`src/rtl/phy_pwrup_pkg.sv`:
```
package phy_pwrup_pkg;

  localparam logic [5:0] ADDR_PLL_VIEW = 6'h10;
  localparam logic [5:0] ADDR_CLK_SRC  = 6'h12;
  localparam logic [3:0] DATA_RATE     = 4'h8;

  typedef enum logic [3:0] {
    ST_IDLE, ST_WAIT_LOCK, ST_WR_A_SET, ST_WR_A_STB, ST_WR_B_SET, ST_WR_B_STB,
    ST_WAIT_OCLR, ST_WAIT_RELOCK, ST_ON, ST_OFF
  } seqState_e;

  typedef enum logic [1:0] {SEL_STATUS, SEL_WR_A, SEL_WR_B} cfgSel_e;

  typedef struct packed {
    logic    relRst;
    logic    setRst;
    logic    clrIdle;
    logic    setIdle;
    logic    cfgLoad;
    cfgSel_e cfgSel;
    logic    weOn;
    logic    weOff;
    logic    tmrStart;
    logic    tmrGap;
    logic    tmrReload;
    logic    errSet;
    logic [1:0] errVal;
    logic    errClr;
  } seqCtrl_t;

endpackage

```
`src/rtl/phy_pwrup_dp.sv`:
```
module phy_pwrup_dp
  import phy_pwrup_pkg::*;
#(
  parameter int POLL_CYCLES    = 2500,
  parameter int TIMEOUT_CYCLES = 1000000,
  parameter int WR_GAP_CYCLES  = 50
) (
  input  logic       clk,
  input  logic       rst_n,
  input  seqCtrl_t   ctrl,
  output logic       tick,
  output logic       pollLast,
  output logic       phyRst,
  output logic       laneIdle,
  output logic [5:0] cfgAddr,
  output logic [3:0] cfgData,
  output logic       cfgWe,
  output logic [1:0] errCode
);

  localparam int MAX_POLLS = (TIMEOUT_CYCLES / POLL_CYCLES) > 0 ? (TIMEOUT_CYCLES / POLL_CYCLES) : 1;
  localparam int IDX_W     = MAX_POLLS > 1 ? $clog2(MAX_POLLS) : 1;
  localparam int TMR_MAX   = POLL_CYCLES > WR_GAP_CYCLES ? POLL_CYCLES : WR_GAP_CYCLES;
  localparam int TMR_W     = TMR_MAX > 1 ? $clog2(TMR_MAX) : 1;

  logic [TMR_W-1:0] tmr;
  logic [IDX_W-1:0] pollIdx;

  assign tick     = (tmr == '0);
  assign pollLast = (pollIdx == IDX_W'(MAX_POLLS - 1));

  // Shared interval timer: poll period or write-engine gap
  always_ff @(posedge clk or negedge rst_n) begin
    if (!rst_n) begin
      tmr     <= '0;
      pollIdx <= '0;
    end else if (ctrl.tmrStart) begin
      tmr     <= ctrl.tmrGap ? TMR_W'(WR_GAP_CYCLES - 1) : TMR_W'(POLL_CYCLES - 1);
      pollIdx <= '0;
    end else if (ctrl.tmrReload) begin
      tmr     <= TMR_W'(POLL_CYCLES - 1);
      pollIdx <= pollIdx + 1'b1;
    end else if (tmr != '0) begin
      tmr <= tmr - 1'b1;
    end
  end

  // PHY-facing control registers
  always_ff @(posedge clk or negedge rst_n) begin
    if (!rst_n) begin
      phyRst   <= 1'b1;
      laneIdle <= 1'b1;
      cfgAddr  <= '0;
      cfgData  <= '0;
      cfgWe    <= 1'b0;
      errCode  <= '0;
    end else begin
      if (ctrl.relRst)      phyRst <= 1'b0;
      else if (ctrl.setRst) phyRst <= 1'b1;

      if (ctrl.clrIdle)      laneIdle <= 1'b0;
      else if (ctrl.setIdle) laneIdle <= 1'b1;

      if (ctrl.cfgLoad) begin
        case (ctrl.cfgSel)
          SEL_STATUS: cfgAddr <= ADDR_PLL_VIEW;
          SEL_WR_A: begin
            cfgAddr <= ADDR_PLL_VIEW;
            cfgData <= DATA_RATE;
          end
          SEL_WR_B: begin
            cfgAddr <= ADDR_CLK_SRC;
            cfgData <= DATA_RATE;
          end
          default: ;
        endcase
      end

      if (ctrl.weOn)       cfgWe <= 1'b1;
      else if (ctrl.weOff) cfgWe <= 1'b0;

      if (ctrl.errClr)      errCode <= '0;
      else if (ctrl.errSet) errCode <= ctrl.errVal;
    end
  end

  AST_WE_FIELDS_STABLE: assert property (@(posedge clk) disable iff (!rst_n)
    (cfgWe && $past(cfgWe)) |-> ($stable(cfgAddr) && $stable(cfgData)));

  AST_ERR_HOLDS_RESET: assert property (@(posedge clk) disable iff (!rst_n)
    (errCode != 2'd0) |-> phyRst);

  AST_ERR_AFTER_LAST_POLL: assert property (@(posedge clk) disable iff (!rst_n)
    ((errCode != 2'd0) && ($past(errCode) == 2'd0)) |-> ($past(pollIdx) == IDX_W'(MAX_POLLS - 1)));

  AST_IDLE_BEFORE_RESET: assert property (@(posedge clk) disable iff (!rst_n)
    ($rose(phyRst) && (errCode == 2'd0)) |-> $past(laneIdle));

endmodule

```
`src/rtl/phy_pwrup_ctrl.sv`:
```
module phy_pwrup_ctrl
  import phy_pwrup_pkg::*;
(
  input  logic     clk,
  input  logic     rst_n,
  input  logic     powerOnReq,
  input  logic     powerOffReq,
  input  logic     pllLocked,
  input  logic     pllOutput,
  input  logic     tick,
  input  logic     pollLast,
  output seqCtrl_t ctrl,
  output logic     ready,
  output logic     busy
);

  seqState_e state, nxt;
  logic      waitOk;
  logic [1:0] waitCode;

  always_comb begin
    waitOk   = 1'b0;
    waitCode = 2'd0;
    case (state)
      ST_WAIT_LOCK:   begin waitOk = pllLocked;  waitCode = 2'd1; end
      ST_WAIT_OCLR:   begin waitOk = !pllOutput; waitCode = 2'd2; end
      ST_WAIT_RELOCK: begin waitOk = pllLocked;  waitCode = 2'd3; end
      default: ;
    endcase
  end

  always_comb begin
    ctrl = '0;
    nxt  = state;
    if (powerOffReq && state != ST_OFF) begin
      ctrl.setIdle = 1'b1;
      ctrl.weOff   = 1'b1;
      nxt          = ST_OFF;
    end else begin
      case (state)
        ST_IDLE: if (powerOnReq) begin
          ctrl.relRst   = 1'b1;
          ctrl.clrIdle  = 1'b1;
          ctrl.cfgLoad  = 1'b1;
          ctrl.cfgSel   = SEL_STATUS;
          ctrl.tmrStart = 1'b1;
          ctrl.errClr   = 1'b1;
          nxt           = ST_WAIT_LOCK;
        end
        ST_WAIT_LOCK, ST_WAIT_OCLR, ST_WAIT_RELOCK: if (tick) begin
          if (waitOk) begin
            case (state)
              ST_WAIT_LOCK: begin
                ctrl.cfgLoad  = 1'b1;
                ctrl.cfgSel   = SEL_WR_A;
                ctrl.tmrStart = 1'b1;
                ctrl.tmrGap   = 1'b1;
                nxt           = ST_WR_A_SET;
              end
              ST_WAIT_OCLR: begin
                ctrl.cfgLoad  = 1'b1;
                ctrl.cfgSel   = SEL_STATUS;
                ctrl.tmrStart = 1'b1;
                nxt           = ST_WAIT_RELOCK;
              end
              default: nxt = ST_ON;
            endcase
          end else if (pollLast) begin
            ctrl.setRst = 1'b1;
            ctrl.errSet = 1'b1;
            ctrl.errVal = waitCode;
            nxt         = ST_IDLE;
          end else begin
            ctrl.tmrReload = 1'b1;
          end
        end
        ST_WR_A_SET, ST_WR_B_SET: if (tick) begin
          ctrl.weOn     = 1'b1;
          ctrl.tmrStart = 1'b1;
          ctrl.tmrGap   = 1'b1;
          nxt           = (state == ST_WR_A_SET) ? ST_WR_A_STB : ST_WR_B_STB;
        end
        ST_WR_A_STB: if (tick) begin
          ctrl.weOff    = 1'b1;
          ctrl.cfgLoad  = 1'b1;
          ctrl.cfgSel   = SEL_WR_B;
          ctrl.tmrStart = 1'b1;
          ctrl.tmrGap   = 1'b1;
          nxt           = ST_WR_B_SET;
        end
        ST_WR_B_STB: if (tick) begin
          ctrl.weOff    = 1'b1;
          ctrl.tmrStart = 1'b1;
          nxt           = ST_WAIT_OCLR;
        end
        ST_OFF: begin
          ctrl.setRst = 1'b1;
          nxt         = ST_IDLE;
        end
        default: ;
      endcase
    end
  end

  always_ff @(posedge clk or negedge rst_n) begin
    if (!rst_n) state <= ST_IDLE;
    else        state <= nxt;
  end

  assign ready = (state == ST_ON);
  assign busy  = (state != ST_IDLE) && (state != ST_ON);

  AST_READY_ONLY_AFTER_RELOCK: assert property (@(posedge clk) disable iff (!rst_n)
    $rose(ready) |-> ($past(state) == ST_WAIT_RELOCK && $past(pllLocked)));

endmodule

```
`src/rtl/phy_pwrup_seq.sv`:
```
module phy_pwrup_seq
  import phy_pwrup_pkg::*;
#(
  parameter int POLL_CYCLES    = 2500,
  parameter int TIMEOUT_CYCLES = 1000000,
  parameter int WR_GAP_CYCLES  = 50
) (
  input  logic       clk,
  input  logic       rst_n,
  input  logic       powerOnReq,
  input  logic       powerOffReq,
  input  logic       pllLocked,
  input  logic       pllOutput,
  output logic       phyRst,
  output logic       laneIdle,
  output logic [5:0] cfgAddr,
  output logic [3:0] cfgData,
  output logic       cfgWe,
  output logic       ready,
  output logic       busy,
  output logic [1:0] errCode
);

  seqCtrl_t ctrl;
  logic     tick;
  logic     pollLast;

  phy_pwrup_ctrl ctrl_i (
    .clk(clk), .rst_n(rst_n),
    .powerOnReq(powerOnReq), .powerOffReq(powerOffReq),
    .pllLocked(pllLocked), .pllOutput(pllOutput),
    .tick(tick), .pollLast(pollLast),
    .ctrl(ctrl), .ready(ready), .busy(busy)
  );

  phy_pwrup_dp #(
    .POLL_CYCLES(POLL_CYCLES), .TIMEOUT_CYCLES(TIMEOUT_CYCLES), .WR_GAP_CYCLES(WR_GAP_CYCLES)
  ) dp_i (
    .clk(clk), .rst_n(rst_n), .ctrl(ctrl),
    .tick(tick), .pollLast(pollLast),
    .phyRst(phyRst), .laneIdle(laneIdle),
    .cfgAddr(cfgAddr), .cfgData(cfgData), .cfgWe(cfgWe), .errCode(errCode)
  );

  AST_READY_PHY_LIVE: assert property (@(posedge clk) disable iff (!rst_n)
    ready |-> (!phyRst && !laneIdle));

endmodule

```
`config.mk`:
```
export PLATFORM = sky130hd
export DESIGN_NAME = phy_pwrup_seq
export DESIGN_NICKNAME = d
export VERILOG_FILES = /design/src/rtl/phy_pwrup_pkg.sv /design/src/rtl/phy_pwrup_dp.sv /design/src/rtl/phy_pwrup_ctrl.sv /design/src/rtl/phy_pwrup_seq.sv
export SDC_FILE = /design/constraint.sdc
export NUM_CORES = 1
export LEC_CHECK = 0
export BUFFER_PORTS_ARGS = -buffer_cell sky130_fd_sc_hd__buf_2
export CORE_MARGIN = 5
export CORE_UTILIZATION = 61
export CTS_CLUSTER_SIZE = 25
export DETAILED_ROUTE_END_ITERATION = 7
export PLACE_DENSITY = 0.83
export SLEW_MARGIN = 20
export SYNTH_ARGS = -nofsm -noshare
export SYNTH_HDL_FRONTEND = slang
export SYNTH_HIERARCHICAL = 1
export SYNTH_SLANG_ARGS = --single-unit
```
`constraint.sdc`:
```
create_clock -name clk -period 7.2 [get_ports clk]
set_input_delay 0.72 -clock clk [delete_from_list [all_inputs] [get_ports clk]]
set_output_delay 0.72 -clock clk [all_outputs]
set_load 0.01 [all_outputs]
```
==> run metrics <==
run status finished, final reports clean; Max transition margin 0.389; RSZ-0062 raised after global routing false; Synth cell types 58; Syn Inst Count 242; part of the power in registers 0.431; met2 track demand over resource 0.299; Worst Setup SP dp_i/tmr[0]; Clk pwr share 0.201; clk_lat worst skew 0.34 ns; top cells by area, synth dfrtp_1 (37%), nor2_1 (5.4%), nand2_1 (4.7%), a21oi_1 (4.1%), buf_4 (3.2%); FF-to-FF Start dp_i/tmr[0]; fin nets 262; share of cells above drive strength 1 0.155; first-pass GRT wire length 7220 um; top cell type by total area after synthesis dfrtp_1; Synthesis Warnings 6; synthesized cell area 0.00209 sq mm; grt total ovfl 0; Avg WL per Cell 14.4 um; initial DRC count 141; r2r setup slk 3.51 ns; crit path launch type register; Final Core Density 0.666; CP Capture Type register; Starting Density 0.626; Setup Total Neg Slack 0 ns; Worst Skew 0.0178 ns; combinational fraction of design power 0.368; register bit total from synthesis 33; Worst Setup EP dp_i/tmr[1]; Net Sw Frac 0.400; Synth top area share 0.371; Pre-antenna DRT Iters 4; max_cap viols 0; DP Wirelength 3010 um; met3 Use GR 0.0486; Seq/Total Area, Yosys 0.396; VDD IR max 0.197 mV; Placer Congestion 0.919; CP Max Fanout 16; core area 0.00334 sq mm; share of flip-flops with an asynchronous set or reset 1.00; Req. time, crit path 7.43 ns; Final Critical Period 3.69 ns; Setup Viol. Count Final 0; IO Pins 23; Port-buffer cells 15; routed via count 1737; Site Rows 21; leakage 0.000975 uW; Sw Pwr 282 uW; Hold WC Path Type in2async; Max Clk Rate 271 MHz; synthesized area per cell 8.63 sq um; Final Hold Viols 0; Via-to-Cell Ratio 5.83; number of synthesized flops with an enable pin 0; Worst Path Arrival 3.92 ns; CTS Buf Count 5; synthesis-to-layout area growth 6.35%; Int Pwr 424 uW; pin count of the biggest net entering global routing 34; grt peak-use layer met2; H-Tree Depth 2; Synth Flop Type dfrtp_1; Slew Viols, Final 0; CTS tree yes; measured slew at the worst slew-check pin 0.917 ns; Detail Route Antenna Nets 0; hold-fix buffers at CTS 0; final WL 4280 um; cell area power density 318 mW/mm^2; Clk pin slew, worst setup/hold paths 0.12 ns; initial antenna violation count 0; GR Util All Layers 0.204; Root Buffer clkbuf_4; met1 Track Usage GR 0.295; Tcrit/Tclk final 0.512; Die Span X 68.5 um; die area 0.00470 sq mm; vias in the first global route 1561; worst-case clock buffer depth 2; post-CTS setup buffers 0; post-cts resize count 0; detailed-route DRC error count 0; Antenna diodes 0; critical path class reg2reg; DIE HEIGHT 68.5 um; Worst R2R End dp_i/tmr[1]; Clock Sinks 33; R2R cell count 9
[cell type report]
class	count	area [sq um]
Tap cell	46	57.6
Inverter	7	26.3
Clock buffer	5	37.5
Clock inverter	3	46.3
Sequential cell	33	828
Timing Repair Buffer	16	82.6
Fill cell	272	1110
Multi-Input combinational cell	188	1140
[state kept, by name, indices dropped and copies added (netlist names)]
name	flops
dp_i/tmr	12
dp_i/pollIdx	9
ctrl_i/state	4
dp_i/cfgAddr	2
dp_i/errCode	2
dp_i/cfgData	1
dp_i/cfgWe	1
dp_i/laneIdle	1
dp_i/phyRst	1
[power by group through the flow]
stage | combinational [uW] | sequential [uW] | clock [uW]
CTS | 258 | 302 | 146
finish | 260 | 304 | 142
global route | 293 | 314 | 155
floorplan | 221 | 281 | 0
detailed placement | 255 | 306 | 0
global placement | 250 | 304 | 0
[logic make-up after synthesis]
family / synth area share
AO/OA/AOI/OAI: 0.166
XOR/XNOR: 0.0461
adder cells (fa/ha/maj): 0.0299
buffers and inverters: 0.0671
flip-flops: 0.396
multiplexers: 0.0246
other: 0.00179
AND/OR/NAND/NOR: 0.268
[routing by layer]
| layer | wire (um) | vias to the layer above |
|---|---|---|
| met3 | 231 | 6 |
| met2 | 1990 | 61 |
| li1 | - | 851 |
| met5 | 0 | - |
| met1 | 2030 | 819 |
| met4 | 36 | 0 |
[synthesized netlist by cell type, types with 2 or more instances]
cell and count:
o22ai_1 2, nand4_1 5, nor3b_1 2, mux2i_1 4, o21ai_0 11, or4_1 2
inv_1 7, a21o_1 3, xnor2_1 5, ha_1 5, nand2b_1 3, or2_2 3
nor4b_1 2, buf_4 9, dfstp_2 2, nor3_1 6, nor4_1 2, a31oi_1 3
xor2_1 6, nor2_1 30, dfrtp_1 31, clkbuf_1 7, and2_1 3, and3_1 2
nand3_1 2, o21ai_1 2, buf_2 4, o211ai_1 2, nand2_1 26, a21oi_1 17
nor2b_1 4, or3_1 4
[worst max-delay path: stages (launching register included)]
cell and delay, ns:
dfrtp_1 0.43, inv_1 0.13, ha_1 0.17, nor4b_1 0.47, and4b_1 0.61, a31oi_1 0.21, a21oi_1 0.75, nor2_1 0.26
and2_1 0.27, a22o_2 0.27
[how the worst min path moves through the flow]
stage	from	end	slack [ns]
3_3_place_gp	dp_i/cfgData[3]	dp_i/cfgData[3]	0.44
4_1_cts	rst_n	ctrl_i/state[2]	0.43
2_1_floorplan	rst_n	ctrl_i/state[0]	0.42
5_1_grt	rst_n	dp_i/cfgAddr[4]	0.45
6_report	rst_n	ctrl_i/state[2]	0.41
3_5_place_dp	dp_i/cfgData[3]	dp_i/cfgData[3]	0.44
[layout by cell type (no fill, tap or decap), drive strengths merged, types with 3 or more instances in the layout]
| cell type | netlist | final |
|---|---|---|
| conb | 1 | 7 |
| clkbuf | 7 | 5 |
| xnor2 | 5 | 5 |
| nor2b | 4 | 4 |
| a21oi | 17 | 17 |
| a31oi | 3 | 3 |
| and2 | 3 | 3 |
| nand2b | 3 | 3 |
| a21o | 3 | 3 |
| nor2 | 31 | 31 |
| xor2 | 6 | 6 |
| and3 | 3 | 3 |
| nor4 | 3 | 3 |
| mux2i | 4 | 4 |
| inv | 7 | 7 |
| or3 | 5 | 5 |
| buf | 13 | 16 |
| nand4 | 5 | 5 |
| o21ai | 13 | 13 |
| or2 | 4 | 4 |
| dfrtp | 31 | 31 |
| nand2 | 26 | 26 |
| nor3 | 6 | 6 |
| or4 | 3 | 3 |
| ha | 5 | 5 |
[metrics by stage]
step	setup WS [ns]	instance area (sq um)	hold WS (ns)	power [uW]	cells
after global placement	3.77	2140	0.441	554	290
after global routing	3.30	2220	0.450	763	298
after floorplan	4.38	2110	0.424	502	248
final	3.51	2220	0.412	707	298
after CTS	3.62	2220	0.426	707	298
after detailed placement	3.68	2140	0.439	561	290
(Power assumes the default switching activity.)
